--- config.mk ---
export PLATFORM = sky130hd
export DESIGN_NAME = smb_blkbuf
export DESIGN_NICKNAME = d
export VERILOG_FILES = /design/src/rtl/smb_blkbuf_pkg.sv /design/src/rtl/smb_blkbuf_ctrl.sv /design/src/rtl/smb_blkbuf_dpath.sv /design/src/rtl/smb_blkbuf.sv
export SDC_FILE = /design/constraint.sdc
export NUM_CORES = 1
export LEC_CHECK = 0
export BUFFER_PORTS_ARGS = -buffer_cell sky130_fd_sc_hd__buf_2
export CAP_MARGIN = 10
export CORE_ASPECT_RATIO = 1.1
export CORE_MARGIN = 2
export CORE_UTILIZATION = 30
export DETAILED_ROUTE_END_ITERATION = 7
export GPL_TIMING_DRIVEN = 0
export PLACE_DENSITY = 0.5
export SLEW_MARGIN = 15
export SYNTH_ARGS = -nofsm -noshare
export SYNTH_HDL_FRONTEND = slang
export SYNTH_SLANG_ARGS = --single-unit
--- constraint.sdc ---
create_clock -name clk -period 3 [get_ports clk]
set_input_delay 0.6 -clock clk [delete_from_list [all_inputs] [get_ports clk]]
set_output_delay 0.6 -clock clk [all_outputs]
set_load 0.01 [all_outputs]
--- src/rtl/smb_blkbuf_pkg.sv ---
package smb_blkbuf_pkg;
  localparam int BYTE_W = 8;
  localparam int ADDR_W = 4;

  // register offsets the host decodes
  localparam logic [ADDR_W-1:0] OFS_CTRL  = 4'd2;
  localparam logic [ADDR_W-1:0] OFS_COUNT = 4'd5;
  localparam logic [ADDR_W-1:0] OFS_PORT  = 4'd7;
  localparam logic [ADDR_W-1:0] OFS_AUX   = 4'd13;

  localparam int AUX_PEC_BIT = 0;
  localparam int AUX_BUF_BIT = 1;

  // strobes from control to datapath
  typedef struct packed {
    logic portWr;
    logic portRd;
    logic idxClear;
    logic seqClear;
    logic seqAdvance;
    logic seqWr;
  } bufStrobe_t;
endpackage

--- src/rtl/smb_blkbuf_ctrl.sv ---
module smb_blkbuf_ctrl
  import smb_blkbuf_pkg::*;
#(
  parameter int DEPTH = 32,
  parameter int IDX_W = $clog2(DEPTH) + 1
) (
  input  logic              clk,
  input  logic              rstN,
  input  logic [ADDR_W-1:0] hostAddr,
  input  logic              hostWr,
  input  logic              hostRd,
  input  logic [BYTE_W-1:0] hostWdata,
  output logic [BYTE_W-1:0] hostRdata,
  input  logic              seqStart,
  input  logic              seqTxPop,
  input  logic              seqRxCountVld,
  input  logic              seqRxByteVld,
  input  logic [BYTE_W-1:0] seqRxByte,
  input  logic [BYTE_W-1:0] portRdData,
  input  logic [IDX_W-1:0]  seqPtr,
  output bufStrobe_t        strobe,
  output logic              seqDone,
  output logic              countErr,
  output logic              bufEn,
  output logic              pecEn
);
  localparam logic [BYTE_W-1:0] DEPTH_B = BYTE_W'(DEPTH);
  localparam logic [IDX_W-1:0]  DEPTH_I = IDX_W'(DEPTH);

  logic [BYTE_W-1:0] ctrlReg;
  logic [BYTE_W-1:0] countReg;
  logic [1:0]        auxReg;
  logic [IDX_W-1:0]  limit;
  logic              countBad;

  assign bufEn    = auxReg[AUX_BUF_BIT];
  assign pecEn    = auxReg[AUX_PEC_BIT];
  assign countBad = (seqRxByte == '0) || (seqRxByte > DEPTH_B);

  always_ff @(posedge clk or negedge rstN) begin
    if (!rstN) begin
      ctrlReg  <= '0;
      countReg <= '0;
      auxReg   <= '0;
      countErr <= 1'b0;
    end else begin
      if (hostWr) begin
        unique case (hostAddr)
          OFS_CTRL:  ctrlReg  <= hostWdata;
          OFS_COUNT: countReg <= hostWdata;
          OFS_AUX:   auxReg   <= hostWdata[1:0];
          default: ;
        endcase
      end
      if (bufEn && seqStart) countErr <= 1'b0;
      if (bufEn && seqRxCountVld) begin
        countReg <= seqRxByte;
        countErr <= countBad;
      end
    end
  end

  // transfer limit for the sequencer side
  always_comb begin
    if (countErr)               limit = '0;
    else if (countReg > DEPTH_B) limit = DEPTH_I;
    else                         limit = countReg[IDX_W-1:0];
  end

  assign seqDone = (seqPtr >= limit);

  always_comb begin
    strobe            = '0;
    strobe.portWr     = bufEn && hostWr && (hostAddr == OFS_PORT);
    strobe.portRd     = bufEn && hostRd && (hostAddr == OFS_PORT);
    strobe.idxClear   = hostRd && (hostAddr == OFS_CTRL);
    strobe.seqClear   = bufEn && seqStart;
    strobe.seqAdvance = bufEn && !seqStart && !seqDone && (seqTxPop || seqRxByteVld);
    strobe.seqWr      = bufEn && !seqStart && !seqDone && seqRxByteVld;
  end

  always_comb begin
    unique case (hostAddr)
      OFS_CTRL:  hostRdata = ctrlReg;
      OFS_COUNT: hostRdata = countReg;
      OFS_PORT:  hostRdata = bufEn ? portRdData : '0;
      OFS_AUX:   hostRdata = {{(BYTE_W-2){1'b0}}, auxReg};
      default:   hostRdata = '0;
    endcase
  end
endmodule

--- src/rtl/smb_blkbuf_dpath.sv ---
module smb_blkbuf_dpath
  import smb_blkbuf_pkg::*;
#(
  parameter int DEPTH = 32,
  parameter int IDX_W = $clog2(DEPTH) + 1
) (
  input  logic              clk,
  input  logic              rstN,
  input  bufStrobe_t        strobe,
  input  logic [BYTE_W-1:0] hostWdata,
  input  logic [BYTE_W-1:0] seqRxByte,
  output logic [BYTE_W-1:0] portRdData,
  output logic [BYTE_W-1:0] seqTxByte,
  output logic [IDX_W-1:0]  hostIdx,
  output logic [IDX_W-1:0]  seqPtr
);
  localparam int            SLOT_W  = (DEPTH > 1) ? $clog2(DEPTH) : 1;
  localparam logic [IDX_W-1:0] DEPTH_I = IDX_W'(DEPTH);

  logic [DEPTH-1:0][BYTE_W-1:0] slotQ;

  for (genvar e = 0; e < DEPTH; e++) begin : g_slot
    logic [BYTE_W-1:0] slotReg;
    always_ff @(posedge clk or negedge rstN) begin
      if (!rstN)
        slotReg <= '0;
      else if (strobe.portWr && (hostIdx == IDX_W'(e)))
        slotReg <= hostWdata;
      else if (strobe.seqWr && (seqPtr == IDX_W'(e)))
        slotReg <= seqRxByte;
    end
    assign slotQ[e] = slotReg;
  end

  // host index: clear wins, then saturating advance
  always_ff @(posedge clk or negedge rstN) begin
    if (!rstN)
      hostIdx <= '0;
    else if (strobe.idxClear)
      hostIdx <= '0;
    else if ((strobe.portWr || strobe.portRd) && (hostIdx < DEPTH_I))
      hostIdx <= hostIdx + 1'b1;
  end

  always_ff @(posedge clk or negedge rstN) begin
    if (!rstN)
      seqPtr <= '0;
    else if (strobe.seqClear)
      seqPtr <= '0;
    else if (strobe.seqAdvance && (seqPtr < DEPTH_I))
      seqPtr <= seqPtr + 1'b1;
  end

  assign portRdData = (hostIdx < DEPTH_I) ? slotQ[hostIdx[SLOT_W-1:0]] : '0;
  assign seqTxByte  = (seqPtr  < DEPTH_I) ? slotQ[seqPtr[SLOT_W-1:0]]  : '0;
endmodule

--- src/rtl/smb_blkbuf.sv ---
module smb_blkbuf
  import smb_blkbuf_pkg::*;
#(
  parameter int DEPTH = 32
) (
  input  logic       clk,
  input  logic       rstN,
  input  logic [3:0] hostAddr,
  input  logic       hostWr,
  input  logic       hostRd,
  input  logic [7:0] hostWdata,
  output logic [7:0] hostRdata,
  input  logic       seqStart,
  input  logic       seqTxPop,
  output logic [7:0] seqTxByte,
  input  logic       seqRxCountVld,
  input  logic       seqRxByteVld,
  input  logic [7:0] seqRxByte,
  output logic       seqDone,
  output logic       countErr,
  output logic       pecEn
);
  localparam int IDX_W = $clog2(DEPTH) + 1;

  bufStrobe_t        strobe;
  logic [BYTE_W-1:0] portRdData;
  logic [IDX_W-1:0]  hostIdx;
  logic [IDX_W-1:0]  seqPtr;
  logic              bufEn;

  smb_blkbuf_ctrl #(.DEPTH(DEPTH), .IDX_W(IDX_W)) u_ctrl (
    .clk(clk), .rstN(rstN),
    .hostAddr(hostAddr), .hostWr(hostWr), .hostRd(hostRd),
    .hostWdata(hostWdata), .hostRdata(hostRdata),
    .seqStart(seqStart), .seqTxPop(seqTxPop),
    .seqRxCountVld(seqRxCountVld), .seqRxByteVld(seqRxByteVld),
    .seqRxByte(seqRxByte), .portRdData(portRdData), .seqPtr(seqPtr),
    .strobe(strobe), .seqDone(seqDone), .countErr(countErr),
    .bufEn(bufEn), .pecEn(pecEn)
  );

  smb_blkbuf_dpath #(.DEPTH(DEPTH), .IDX_W(IDX_W)) u_dpath (
    .clk(clk), .rstN(rstN), .strobe(strobe),
    .hostWdata(hostWdata), .seqRxByte(seqRxByte),
    .portRdData(portRdData), .seqTxByte(seqTxByte),
    .hostIdx(hostIdx), .seqPtr(seqPtr)
  );
endmodule

==> impl_metrics.csv <==
group,metric,value,unit
outcome,outcome,"complete, but fails checks",
outcome,violations,"setup timing",
worst_hold_path,hp-class,"in2async",
floorplan,fp.dieArea,64400,sq um
power,power_per_cell_area,635,nW/um^2
setup_path,crit_chain,"buf_6, buf_12, mux4_2, mux4_2, o21ai_4, a211oi_2, buf_2",
floorplan,start_util,30.1,%
floorplan,core,62100,sq um
power,p_leak,11.2,nW
layout,nets,1926,
synthesis,synth_top_area_share,38.4,%
grt,grt_max_degree,83,
setup_path,worstPathArrival,2910,ps
detailed_routing,route.detailed.drc,0,
place,port-buffer-count,29,
clocking,cts-root-buf,"clkbuf_16",
detailed_routing,num_vias,16100,
detailed_routing,vias_per_cell,5.88,
grt,grt_usage,25.2,%
sta,worst_slew_pin_slew,1230,ps
clocking,cts_buffers,35,
clocking,htreeDepth,2,
clocking,cts_buffer_depth,3,
setup_path,cp_max_fo,10,
sta,setup_viol,278,
setup_path,crit_slowest_cell,"mux4_2",
detailed_routing,wire_per_inst,30.2,um
floorplan,die_w,242,um
sta,setup_slack,-506,ps
setup_path,critPathMaxStageDelay,600,ps
synthesis,netlist_instances,1735,
sta,skew,39.4,ps
detailed_routing,drt_iter0_markers,1793,
grt,grt_pass1_vias,15500,
place,dp.cells,2600,
detailed_routing,dr.pass1.iters,5,
synthesis,ys_ff_latch,287,
layout,syn_to_final_growth,26.6,%
sta,layout_min_cycle_time,3510,ps
setup_path,cp_common_cell,"mux4_2",
synthesis,synth.cell_area,18700,sq um
grt,antenna_found_initial,2,
setup_path,endpoint_kind,"primary output",
grt,grt_pass1_wl,117000,um
clocking,insertion_delay,570,ps
clocking,cts.sinks,287,
setup_path,crit_buf_inv,3,
floorplan,rows,96,
floorplan,die_h,266,um
detailed_routing,ant_nets,0,
grt,grt.overflow.total,0,
sta,fmax,0.285,GHz
synthesis,synth_area_leaders,"dfrtp_1 (38%), mux2i_1 (15%), mux4_2 (13%)",
sta,slew_viol_final,0,
clocking,clk_pin_slew,70,ps
power,ir_worst_vdd,0.398,mV
synthesis,synth.largest_area_cell,"dfrtp_1",
synthesis,synth-seq-area-share,38.4,%
synthesis,netlist-cell-type-count,60,
layout,nFillCells,6041,
job,maxCapViolCount,0,
setup_path,start_kind,"flop",
place,place_worst_setup_slack,-836,ps
sta,hold_viol,0,
synthesis,syn_area_per_cell,10.8,sq um
floorplan,ios,47,
synthesis,syn_nets,1777,
synthesis,synth_edf_count,0,
setup_path,worstPathRequired,2400,ps
setup_path,reg2reg_setup_slack,-250,ps
layout,layout.cells.non_filler,2743,
place,routabilityCongestion,0.996,
sta,rsz0062_at_grt,"yes",
clocking,cts_tree,"yes",
synthesis,synthArstFlopShare,100,%
sta,relSlewSlack,18.1,%
setup_path,critPathTopFamily,"multiplexers",
place,place_hpwl,57900,um
layout,drive_gt1_share,28.1,%
sta,min_period_over_period,117,%
detailed_routing,wl,82800,um
synthesis,synth_ff_type,"dfrtp_1",
synthesis,yosys_warnings,0,
setup_path,path_class,"reg2out",
synth_stat cells, types with 12 or more instances:
cell type  count
a211oi_1      13
a21oi_1      263
and2_1        24
buf_1         23
buf_2         38
buf_4         12
clkbuf_1      87
dfrtp_1      287
ha_1          14
mux2_2        12
mux2i_1      283
mux4_1        29
mux4_2       107
nand2_1       76
nor2_1       283
o2111ai_2     26
o21ai_0       14
o21ai_1       12
o22ai_1       16
final cells by class:
type | count | area [sq um] | area share (%)
clock buffers | 50 | 1010 | 4.27
inverters | 7 | 26.3 | 0.111
well taps | 833 | 1040 | 4.40
flip-flops and latches | 287 | 7190 | 30.3
multi-input cells | 1272 | 11700 | 49.2
repair buffers | 115 | 1490 | 6.30
plain buffers | 166 | 1110 | 4.68
clock inverters | 11 | 161 | 0.681
diodes | 2 | 5.00 | 0.0211
flip-flops by register name, summed over array words and instances (netlist names):
| name | cells |
|---|---|
| u_ctrl.auxReg | 2 |
| u_ctrl.countErr | 1 |
| u_ctrl.countReg | 8 |
| u_ctrl.ctrlReg | 8 |
| u_dpath.g_slot.slotReg | 256 |
| u_dpath.hostIdx | 6 |
| u_dpath.seqPtr | 6 |
cells in the final DEF, fill, tap and decap left out, types with 7 or more instances in the layout:
cell type,Yosys,layout
a211oi_2,1,7
a21oi_1,263,253
a21oi_2,0,9
and2_1,24,20
buf_1,23,20
buf_12,3,51
buf_2,38,49
buf_4,12,27
buf_6,4,34
buf_8,2,7
clkbuf_1,87,85
clkbuf_16,0,38
clkbuf_8,0,8
dfrtp_1,287,281
ha_1,14,14
inv_1,7,7
mux2_2,12,12
mux2i_1,283,264
mux2i_2,0,12
mux2i_4,0,7
mux4_2,107,136
nand2_1,76,76
nor2_1,283,279
o2111ai_4,0,26
o21ai_0,14,11
o22ai_2,0,7
o22ai_4,0,9
power breakdown:
group	internal, W	switching (W)	total (W)	leakage, nW
combinational	0.00249	0.00350	0.00599	6.66
sequential	0.00416	0.000370	0.00453	3.94
clock	0.00269	0.00183	0.00452	0.578
layer usage:
metal,up-vias,part of all wire [%],GRT usage [%]
met1,8240,39,32.6
met2,958,46,40.1
met3,241,9.4,5.13
met4,0,6.0,13.0
li1,6700,-,-
met5,-,0,0
worst paths after layout:
kind	from	to	cells past startpoint
worst max-delay path	u_dpath.seqPtr[0]$_DFFE_PN0P_	seqTxByte[5]	7
max in group asynchronous	rstN	u_dpath.g_slot[26].slotReg[7]$_DFFE_PN0P_	2
worst min register to register	u_ctrl.ctrlReg[1]$_DFFE_PN0P_	u_ctrl.ctrlReg[1]$_DFFE_PN0P_	1
worst min-delay path	rstN	u_dpath.g_slot[9].slotReg[6]$_DFFE_PN0P_	1
min in group clk	seqStart	u_dpath.seqPtr[5]$_DFFE_PN0P_	3
worst max register to register	u_ctrl.countReg[2]$_DFFE_PN0P_	u_dpath.g_slot[1].slotReg[3]$_DFFE_PN0P_	14
what timing repair did:
action                                  in CTS  in global routing
resized for setup                          244                107
hold endpoints to repair                     0                  0
hold buffers                                 0                  0
pin swaps                                  203                144
endpoints found under the setup margin     279                279
buffers inserted                            55                 27
gates cloned                                 4                  3
cell families after synthesis:
kind of cell	synth area share [%]
flip-flops	38.4
buffers and inverters	4.57
multiplexers	32.8
AND/OR/NAND/NOR	10.6
adder cells (fa/ha/maj)	0.936
XOR/XNOR	0.234
AO/OA/AOI/OAI	12.4
stage by stage:
| stage | util [%] | total power, W | area (sq um) | TNS, ps | hold slack [ps] |
|---|---|---|---|---|---|
| after floorplan | - | 0.00715 | 18700 | -563 | 304 |
| after global placement | 32.1 | 0.00884 | 19900 | -1433790 | 489 |
| after detailed placement | 32.2 | 0.00887 | 20000 | -155300 | 496 |
| after CTS | 37.2 | 0.0145 | 23100 | -31670 | 35.6 |
| after global routing | 38.1 | 0.0154 | 23700 | -87500 | 55.6 |
| final | 38.2 | 0.0150 | 23700 | -51090 | 8.68 |
Note: power is estimated with default switching activity, not from simulation.
